==> config.mk <==
export PLATFORM = sky130hd
export DESIGN_NAME = irq_hub
export DESIGN_NICKNAME = d
export VERILOG_FILES = /design/src/rtl/irq_hub_pkg.sv /design/src/rtl/irq_hub_edge.sv /design/src/rtl/irq_hub_regs.sv /design/src/rtl/irq_hub_vec.sv /design/src/rtl/irq_hub.sv
export SDC_FILE = /design/constraint.sdc
export NUM_CORES = 1
export LEC_CHECK = 0
export ABC_AREA = 0
export CORE_MARGIN = 8
export CORE_UTILIZATION = 69
export DETAILED_ROUTE_END_ITERATION = 12
export DONT_BUFFER_PORTS = 1
export GPL_TIMING_DRIVEN = 0
export PLACE_DENSITY = 0.85
export REMOVE_ABC_BUFFERS = 1
export SKIP_LAST_GASP = 1
export SLEW_MARGIN = 20
export SYNTH_ARGS = -nofsm -noshare
export SYNTH_HDL_FRONTEND = slang
export SYNTH_SLANG_ARGS = --single-unit
==> constraint.sdc <==
create_clock -name clk -period 11.6 [get_ports clk]
set_input_delay 2.32 -clock clk [delete_from_list [all_inputs] [get_ports clk]]
set_output_delay 2.32 -clock clk [all_outputs]
set_load 0.005 [all_outputs]
==> src/rtl/irq_hub_pkg.sv <==
package irq_hub_pkg;

  localparam int WORD_W = 32;
  localparam int VEC_W  = 8;
  localparam logic [VEC_W-1:0] VEC_MULTI = 8'h30;
  localparam logic [VEC_W-1:0] VEC_BASE  = 8'h31;

  typedef enum logic [1:0] {
    SZ_BYTE = 2'd0,
    SZ_HALF = 2'd1,
    SZ_WORD = 2'd2,
    SZ_RSVD = 2'd3
  } acc_size_e;

  typedef enum logic [2:0] {
    SEL_ENABLE,
    SEL_RAW,
    SEL_GATED,
    SEL_NMI,
    SEL_FATAL,
    SEL_NONE
  } reg_sel_e;

  // Offset decode: only word-aligned offsets 0x00..0x10 are valid
  function automatic reg_sel_e decode_off(input logic [7:0] off);
    reg_sel_e s;
    case (off)
      8'h00:   s = SEL_ENABLE;
      8'h04:   s = SEL_RAW;
      8'h08:   s = SEL_GATED;
      8'h0C:   s = SEL_NMI;
      8'h10:   s = SEL_FATAL;
      default: s = SEL_NONE;
    endcase
    return s;
  endfunction

  // Vector from the gated image: none -> 0, several -> shared, one -> base+index
  function automatic logic [VEC_W-1:0] vector_of(input logic [WORD_W-1:0] g);
    logic [VEC_W-1:0] v;
    v = '0;
    if ($countones(g) > 1) begin
      v = VEC_MULTI;
    end else begin
      for (int i = 0; i < WORD_W; i++) begin
        if (g[i]) v = VEC_BASE + VEC_W'(i);
      end
    end
    return v;
  endfunction

endpackage

==> src/rtl/irq_hub_edge.sv <==
module irq_hub_edge #(
  parameter int W = 30
) (
  input  logic         clk,
  input  logic         rst_n,
  input  logic [W-1:0] lines,
  output logic [W-1:0] chg
);
  logic [W-1:0] lines_q;

  always_ff @(posedge clk) begin
    if (!rst_n) lines_q <= '0;
    else        lines_q <= lines;
  end

  assign chg = lines ^ lines_q;
endmodule

==> src/rtl/irq_hub_regs.sv <==
module irq_hub_regs
  import irq_hub_pkg::*;
#(
  parameter int NUM_IRQ = 30,
  parameter int NUM_NMI = 2,
  parameter int ADDR_W  = 8
) (
  input  logic              clk,
  input  logic              rst_n,
  input  logic              req_valid,
  input  logic              req_write,
  input  logic [1:0]        req_size,
  input  logic [ADDR_W-1:0] req_addr,
  input  logic [WORD_W-1:0] req_wdata,
  input  logic [NUM_IRQ-1:0] irq_lines,
  input  logic [NUM_IRQ-1:0] irq_chg,
  input  logic [NUM_NMI-1:0] nmi_lines,
  input  logic [NUM_NMI-1:0] nmi_chg,
  input  logic [WORD_W-1:0] gated,
  output logic [WORD_W-1:0] enable_q,
  output logic [WORD_W-1:0] raw_q,
  output logic [WORD_W-1:0] nmi_q,
  output logic [WORD_W-1:0] rd_data,
  output logic              bus_err,
  output logic              addr_bad
);
  reg_sel_e          sel;
  logic              word_acc;
  logic              wr_ok;
  logic [WORD_W-1:0] fatal_q;
  logic [WORD_W-1:0] raw_d;
  logic [WORD_W-1:0] nmi_d;
  logic [WORD_W-1:0] rd_mux;

  assign sel      = decode_off(8'(req_addr));
  assign addr_bad = (sel == SEL_NONE) || (req_addr > ADDR_W'(8'h10));
  assign word_acc = (acc_size_e'(req_size) == SZ_WORD);
  assign wr_ok    = req_valid && req_write && word_acc && !addr_bad;

  always_comb begin
    raw_d = raw_q;
    if (wr_ok && sel == SEL_RAW) raw_d = req_wdata;
    for (int i = 0; i < NUM_IRQ; i++) begin
      if (irq_chg[i]) raw_d[i] = irq_lines[i];
    end
  end

  always_comb begin
    nmi_d = nmi_q;
    if (wr_ok && sel == SEL_NMI) nmi_d = req_wdata;
    for (int k = 0; k < NUM_NMI; k++) begin
      if (nmi_chg[k]) nmi_d[k] = nmi_lines[k];
    end
  end

  always_comb begin
    case (sel)
      SEL_ENABLE: rd_mux = enable_q;
      SEL_RAW:    rd_mux = raw_q;
      SEL_GATED:  rd_mux = gated;
      SEL_NMI:    rd_mux = nmi_q;
      SEL_FATAL:  rd_mux = fatal_q;
      default:    rd_mux = '0;
    endcase
  end

  always_ff @(posedge clk) begin
    if (!rst_n) begin
      enable_q <= '0;
      raw_q    <= '0;
      nmi_q    <= '0;
      fatal_q  <= '0;
      rd_data  <= '0;
      bus_err  <= 1'b0;
    end else begin
      raw_q <= raw_d;
      nmi_q <= nmi_d;
      if (wr_ok && sel == SEL_ENABLE) enable_q <= req_wdata;
      if (wr_ok && sel == SEL_FATAL)  fatal_q  <= req_wdata;
      bus_err <= req_valid && addr_bad;
      rd_data <= (req_valid && !req_write && word_acc && !addr_bad) ? rd_mux : '0;
    end
  end
endmodule

==> src/rtl/irq_hub_vec.sv <==
module irq_hub_vec
  import irq_hub_pkg::*;
(
  input  logic [WORD_W-1:0] gated,
  output logic [VEC_W-1:0]  vector,
  output logic              req
);
  assign vector = vector_of(gated);
  assign req    = |gated;
endmodule

==> src/rtl/irq_hub.sv <==
module irq_hub
  import irq_hub_pkg::*;
#(
  parameter int NUM_IRQ = 30,
  parameter int NUM_NMI = 2,
  parameter int ADDR_W  = 8
) (
  input  logic               clk,
  input  logic               rst_n,
  input  logic [NUM_IRQ-1:0] irq_lines,
  input  logic [NUM_NMI-1:0] nmi_lines,
  input  logic               req_valid,
  input  logic               req_write,
  input  logic [1:0]         req_size,
  input  logic [ADDR_W-1:0]  req_addr,
  input  logic [WORD_W-1:0]  req_wdata,
  output logic [WORD_W-1:0]  rd_data,
  output logic               bus_err,
  output logic               cpu_irq,
  output logic [VEC_W-1:0]   cpu_vector,
  output logic               cpu_nmi
);
  logic [NUM_IRQ-1:0] irq_chg;
  logic [NUM_NMI-1:0] nmi_chg;
  logic [WORD_W-1:0]  enable_q;
  logic [WORD_W-1:0]  raw_q;
  logic [WORD_W-1:0]  nmi_q;
  logic [WORD_W-1:0]  gated_w;
  logic               addr_bad_w;

  irq_hub_edge #(.W(NUM_IRQ)) u_irq_edge (
    .clk(clk), .rst_n(rst_n), .lines(irq_lines), .chg(irq_chg)
  );

  irq_hub_edge #(.W(NUM_NMI)) u_nmi_edge (
    .clk(clk), .rst_n(rst_n), .lines(nmi_lines), .chg(nmi_chg)
  );

  irq_hub_regs #(.NUM_IRQ(NUM_IRQ), .NUM_NMI(NUM_NMI), .ADDR_W(ADDR_W)) u_regs (
    .clk(clk), .rst_n(rst_n),
    .req_valid(req_valid), .req_write(req_write), .req_size(req_size),
    .req_addr(req_addr), .req_wdata(req_wdata),
    .irq_lines(irq_lines), .irq_chg(irq_chg),
    .nmi_lines(nmi_lines), .nmi_chg(nmi_chg),
    .gated(gated_w),
    .enable_q(enable_q), .raw_q(raw_q), .nmi_q(nmi_q),
    .rd_data(rd_data), .bus_err(bus_err), .addr_bad(addr_bad_w)
  );

  assign gated_w = raw_q & enable_q;

  irq_hub_vec u_vec (
    .gated(gated_w), .vector(cpu_vector), .req(cpu_irq)
  );

  assign cpu_nmi = |nmi_q;
endmodule

# Word level (Yosys, flattened, before mapping)
# Index checks and enable logic that the tools add are counted.
[classes]
addsub = 31
multipliers = 0
div_mod_pow = 0
order_cmp = 2
eq_ne = 10
shift = 0
mux = 69
bitwise_logic = 3
n_reduce_logical = 51
[op_table]
columns = ["op", "n"]
rows = [
  ["$add A32 B32 Y32", 15],
  ["$pmux W32 S5", 1],
  ["$mux W7", 17],
  ["$mux W6", 15],
  ["$reduce_bool A2 Y1", 32],
  ["$reduce_or A32 Y1", 2],
  ["$add A1 B1 Y2", 16],
  ["$and A32 B32 Y32", 1],
  ["$gt A32 B2 Y1 const B", 1],
  ["$mux W1", 32],
  ["$mux W30", 1],
  ["$xor A30 B30 Y30", 1],
  ["$eq A8 B4 Y1 const B", 2],
  ["$pmux W3 S5", 1],
  ["$logic_and A1 B1 Y1", 11],
  ["$eq A8 B3 Y1 const B", 1],
  ["$eq A8 B5 Y1 const B", 1],
  ["$gt A8 B5 Y1 const B", 1],
  ["$logic_not A8 Y1", 1],
  ["$mux W8", 1],
  ["$eq A3 B2 Y1 const B", 2],
  ["$eq A3 B3 Y1 const B", 2],
  ["$eq A3 B1 Y1 const B", 1],
  ["$logic_not A3 Y1", 1],
  ["6 further kinds", 7],
]
[totals]
register_bits = 193
latchBits = 0
ram_bits = 0
mem_bits_ro = 0
out_inout_bits = 43
word_cells = 206
memories = 0

# Depth between registers and ports, before layout
[logic_depth]
depth_word = 34
ltp_mapped = 18
depth_no_buf = 18

# Hierarchy
# A second synthesis with hierarchy kept.
[unflattened]
cells_unflattened = 1079
area_unflattened_um2 = 9470.3
[by_module_without_submodules]
columns = ["module", "n_inst", "cells_per_inst", "area_each_um2", "seq_area_each_um2"]
rows = [
  ["irq_hub_regs", 1, 796, 6885.4, 3223.1],
  ["irq_hub_vec", 1, 141, 1134.8, 0.0],
  ["irq_hub_edge (u_irq_edge)", 1, 93, 1103.6, 600.6],
  ["irq_hub", 1, 43, 275.3, 0.0],
  ["irq_hub_edge (u_nmi_edge)", 1, 6, 71.3, 40.0],
]

# Least setup slack after synthesis
# Ideal clock, no wire load.
[synth_path]
path_kind = "reg2out"
from = "register u_regs.raw_q[15]"
to = "output cpu_vector[0]"
arrival_ns = 5.177
t_required_ns = 9.280
slack_ns = 4.103
path_stages_with_launch = 19
n_path_buf = 0
cell_sequence = "dfxtp_1 -> nand2_1 -> inv_1 -> ha_1 -> fa_1 -> inv_1 -> fa_1 -> inv_1 -> fa_1 -> fa_1 -> fa_1 -> ha_1 -> fa_1 -> or4_1 -> nor2_1 -> o21ai_0 -> nand2b_1 -> a221o_1 -> nor2_1"
[synth_via]
elab_chain_cells = 19
elab_cells_between_ends = 25
cone_classes = "5 x add/sub; 1 x order compare; 18 x mux; 1 x bitwise"
[synth_rtl]
columns = ["item", "line_no", "source"]
rows = [
  ["start, declared", "irq_hub_regs.sv:21", "output logic [WORD_W-1:0] raw_q,"],
  ["start signal, assigned", "irq_hub_regs.sv:76", "raw_q <= raw_d;"],
  ["$and A32 B32 Y32 *", "irq_hub.sv:50", "assign gated_w = raw_q & enable_q;"],
  ["branches (longest 17 deep; another with $add A32 B32 Y32)", "--", ""],
  ["$mux W8 *", "irq_hub_pkg.sv:42", "if ($countones(g) > 1) begin"],
  ["end, declared", "irq_hub.sv:20", "output logic [VEC_W-1:0] cpu_vector,"],
]
# Every way passes the cells marked *.

# Worst setup path in the final report
[layout_path]
from = "register u_regs.raw_q[26]"
to = "output cpu_vector[0]"
[layout_via]
elab_chain_cells = 8
elab_cells_between_ends = 14
cone_classes = "5 x add/sub; 1 x order compare; 7 x mux; 1 x bitwise"
[layout_rtl]
columns = ["item", "line_no"]
rows = [
  ["$and A32 B32 Y32 *", "irq_hub.sv:50"],
  ["$add A1 B1 Y2 (implied by the code) or $mux W7 (tied branches)", "irq_hub_pkg.sv:42, irq_hub_pkg.sv:46"],
  ["$add A32 B32 Y32 (implied by the code) or $mux W7 (tied branches) (4 in a row)", "irq_hub_pkg.sv:42, irq_hub_pkg.sv:46"],
  ["$gt A32 B2 Y1 or $mux W7 (tied branches)", "irq_hub_pkg.sv:42, irq_hub_pkg.sv:46"],
  ["$mux W8 *", "irq_hub_pkg.sv:42"],
]
# Every way passes the cells marked *; elsewhere a longest branch is shown, timed or not.

==> out/results.ini <==
[worst_setup_path]
reg2regPathDepth = 4
cp_data_arrival_time_ns = 6.28
r2r_slack_ns = 10.26
critPathKind = reg -> out
slowest_stage = fa_1
crit_start = u_regs.raw_q[26]
r2r-start = u_regs.raw_q[8]
timing.rr.end = u_regs.rd_data[8]
crit_family = adder cells
path_buf_inv = 3
crit_required_ns = 9.28
path_max_fanout = 4
end_kind = primary output
max_stage_delay_ns = 0.55
cp_cell_sequence = nand2_1, inv_1, ha_1, inv_1, fa_1, inv_1, fa_1, fa_1, fa_1, fa_1, ha_1, fa_1, or4_1, nor2_1, o21ai_0, nand2b_1, a221o_1, nor2_1
crit_top_cell = fa_1
start_kind = flip-flop

[clock_tree]
clk_path_buf_depth = 2
cts_buffers = 17
ctsHtreeMaxLevel = 4
cts.clk_slew.worst_paths_ns = 0.07
root_buffer = clkbuf_16
post_cts_resized = 0
cts_tree = done
cts_hold_buffers = 0
numClockSinks = 193
clock_latency_ns = 0.44
postCtsSetupBuffers = 0

[min_path]
hold_end = u_regs.enable_q[12]
min_delay_path_depth = 2
hold_class = reg -> reg
worstHoldStart = u_regs.enable_q[12]

[cells_and_area]
nNetsFinal = 1254
area_delta_synth_final_pct = 5.35
n_antenna_cell = 0
layout-drive-gt1-share = 0.0568

[power_and_ir_drop]
p_total_mw = 1.32
power_leakage_nw = 4.09
power.share.clock = 0.436
swShare = 0.235
p_comb_frac = 0.039
power_frac_seq = 0.525
p_per_area_nw_per_um2 = 124
p_switching_uw = 311
p_int_mw = 1.01
ir_drop_v = 0.000115

[sta]
finalMaxSlewViolations = 0
period_needed_ns = 8.60
tns_ns = 0
setup_viol = 0
timing.fmax_ghz = 0.116
slew_headroom = 0.230
fin_crit_sh = 0.741
rsz0062_at_grt = no
fin_skew_ns = 0.00760
worstMarginPinSlew_ns = 1.15
hold_viol = 0

[floorplan]
die-width_um = 137
ios = 121
die_height_um = 137
dieArea_sq_um = 18800
num_rows = 44
core_sq_um = 14500
initial_utilization = 0.701

[place]
dp_hpwl_mm = 18.3
numPortBuffers = 0
globalplace.congestion = 0.947

[grt]
grt_pass1_wl_mm = 41.6
antenna_found_initial = 0
grt_pass1_vias = 8207
grt_usage = 0.283
overflow = 0
grt_max_degree = 226

[drt]
via_count = 8502
wire_per_inst_um = 20.3
drtIter0Drc = 883
dr.pass1.iters = 8
drt-total-wl_mm = 26.6
viasPerCell = 6.49
drc = 0
ant_nets = 0

[logic_synthesis]
post_synth_instance_area_sq_um = 10100
synth_cell_types = 55
async_flop_share = 0
ys.flop_type = dfxtp_1
synthCells = 1162
synth_warnings = 0
netlist_top_cells_area = dfxtp_1, nand2_1, fa_1
yosysTopAreaCellShare = 0.381
avgSynthCellArea_sq_um = 8.73
ys_ff_latch = 193
yosysTopAreaCell = dfxtp_1
ys_seq_area_frac = 0.381
synth_edf_count = 0

[run_status]
status = finished, final reports clean

[job]
cap_violations = 0

-- logic make-up (layout without fill, tap and decap cells) --
| logic type | count (synthesis) | count (layout) | share of synthesized area |
|---|---|---|---|
| other | 1 | 1 | 0.000370 |
| adders and majority gates | 63 | 63 | 0.0969 |
| AOI/OAI and AO/OA | 222 | 222 | 0.165 |
| DFF | 193 | 193 | 0.381 |
| and+or+nand+nor | 508 | 508 | 0.259 |
| buffers and inverters | 138 | 102 | 0.0620 |
| muxes | 34 | 34 | 0.0335 |
| xor gates and xnor gates | 3 | 3 | 0.00259 |
-- layout make-up --
| cell class | instances | area, sq um |
|---|---|---|
| Clock buffer | 18 | 429 |
| Clock inverter | 14 | 141 |
| Fill cell | 1118 | 3790 |
| Inverter | 64 | 240 |
| Multi-Input combinational cell | 831 | 5670 |
| Sequential cell | 193 | 3860 |
| Tap cell | 184 | 230 |
| Timing Repair Buffer | 6 | 111 |
-- how the worst max path moves through the flow --
stage	end	slack, ns	depth (start not counted)
global route	cpu_vector[0]	2.73	18
detailed placement	cpu_vector[0]	3.54	18
CTS	cpu_vector[0]	3.04	18
global placement	cpu_vector[0]	3.56	18
finish	cpu_vector[0]	3.00	18
floorplan	cpu_vector[0]	4.10	18
-- through the flow --
stage          cells  setup WS [ns]  area (sq um)   util  hold WS [ns]
6_report        1310           3.00         10700  0.738         0.474
5_1_grt         1310           2.73         10700  0.738         0.495
4_1_cts         1310           3.04         10700  0.738         0.474
3_5_place_dp    1278           3.54         10100  0.699         0.463
3_3_place_gp    1272           3.56          9990  0.690         0.457
2_1_floorplan   1088           4.10          9760      -         0.447
-- placed cells by master (no fill, tap or decap), types with 34 or more instances in the layout --
master    instances
nand2_1         203
dfxtp_1         193
inv_1            63
nand2b_1         53
a21boi_1         48
nand3_1          43
nand4_1          41
and2_1           37
ha_1             37
nor2b_1          35
mux2i_1          34
-- worst register-to-register path, delay by kind of cell (launching register included) --
| kind | cells | cell delay (ns) |
|---|---|---|
| compound gates | 2 | 0.52 |
| flops | 1 | 0.33 |
| simple gates | 2 | 0.37 |
-- routing by layer --
metal | global-route usage | wire length, um
met4 | 0.115 | 614
met3 | 0.0718 | 2330
met2 | 0.483 | 13300
met5 | 0 | 0
met1 | 0.332 | 10300
-- power groups by stage --
stage	Clock, mW	Combinational (mW)	Sequential [mW]
2_1_floorplan	0	0.0414	0.703
3_3_place_gp	0	0.0476	0.707
3_5_place_dp	0	0.0509	0.708
4_1_cts	0.580	0.0513	0.693
5_1_grt	0.607	0.0560	0.695
6_report	0.575	0.0518	0.694
-- synth_stat cells (18+ instances only) --
master,instances
nand4_1,41
dfxtp_1,193
mux2i_1,34
clkbuf_1,49
a22o_1,20
inv_1,63
and2_1,40
ha_1,37
nand3_1,43
a21boi_1,48
fa_1,26
nand2_1,205
nor2b_1,35
nand3b_1,32
nand2b_1,53
a222oi_1,18
nor2_1,29
o21ai_0,27
o211ai_1,30
-- registers in the layout, indices dropped and copies added, names as in the netlist --
register / flops
u_regs.raw_q: 32
u_regs.bus_err: 1
u_regs.enable_q: 32
u_irq_edge.lines_q: 30
u_regs.fatal_q: 32
u_regs.rd_data: 32
u_regs.nmi_q: 32
u_nmi_edge.lines_q: 2
Note: power is estimated with default switching activity, not from simulation.
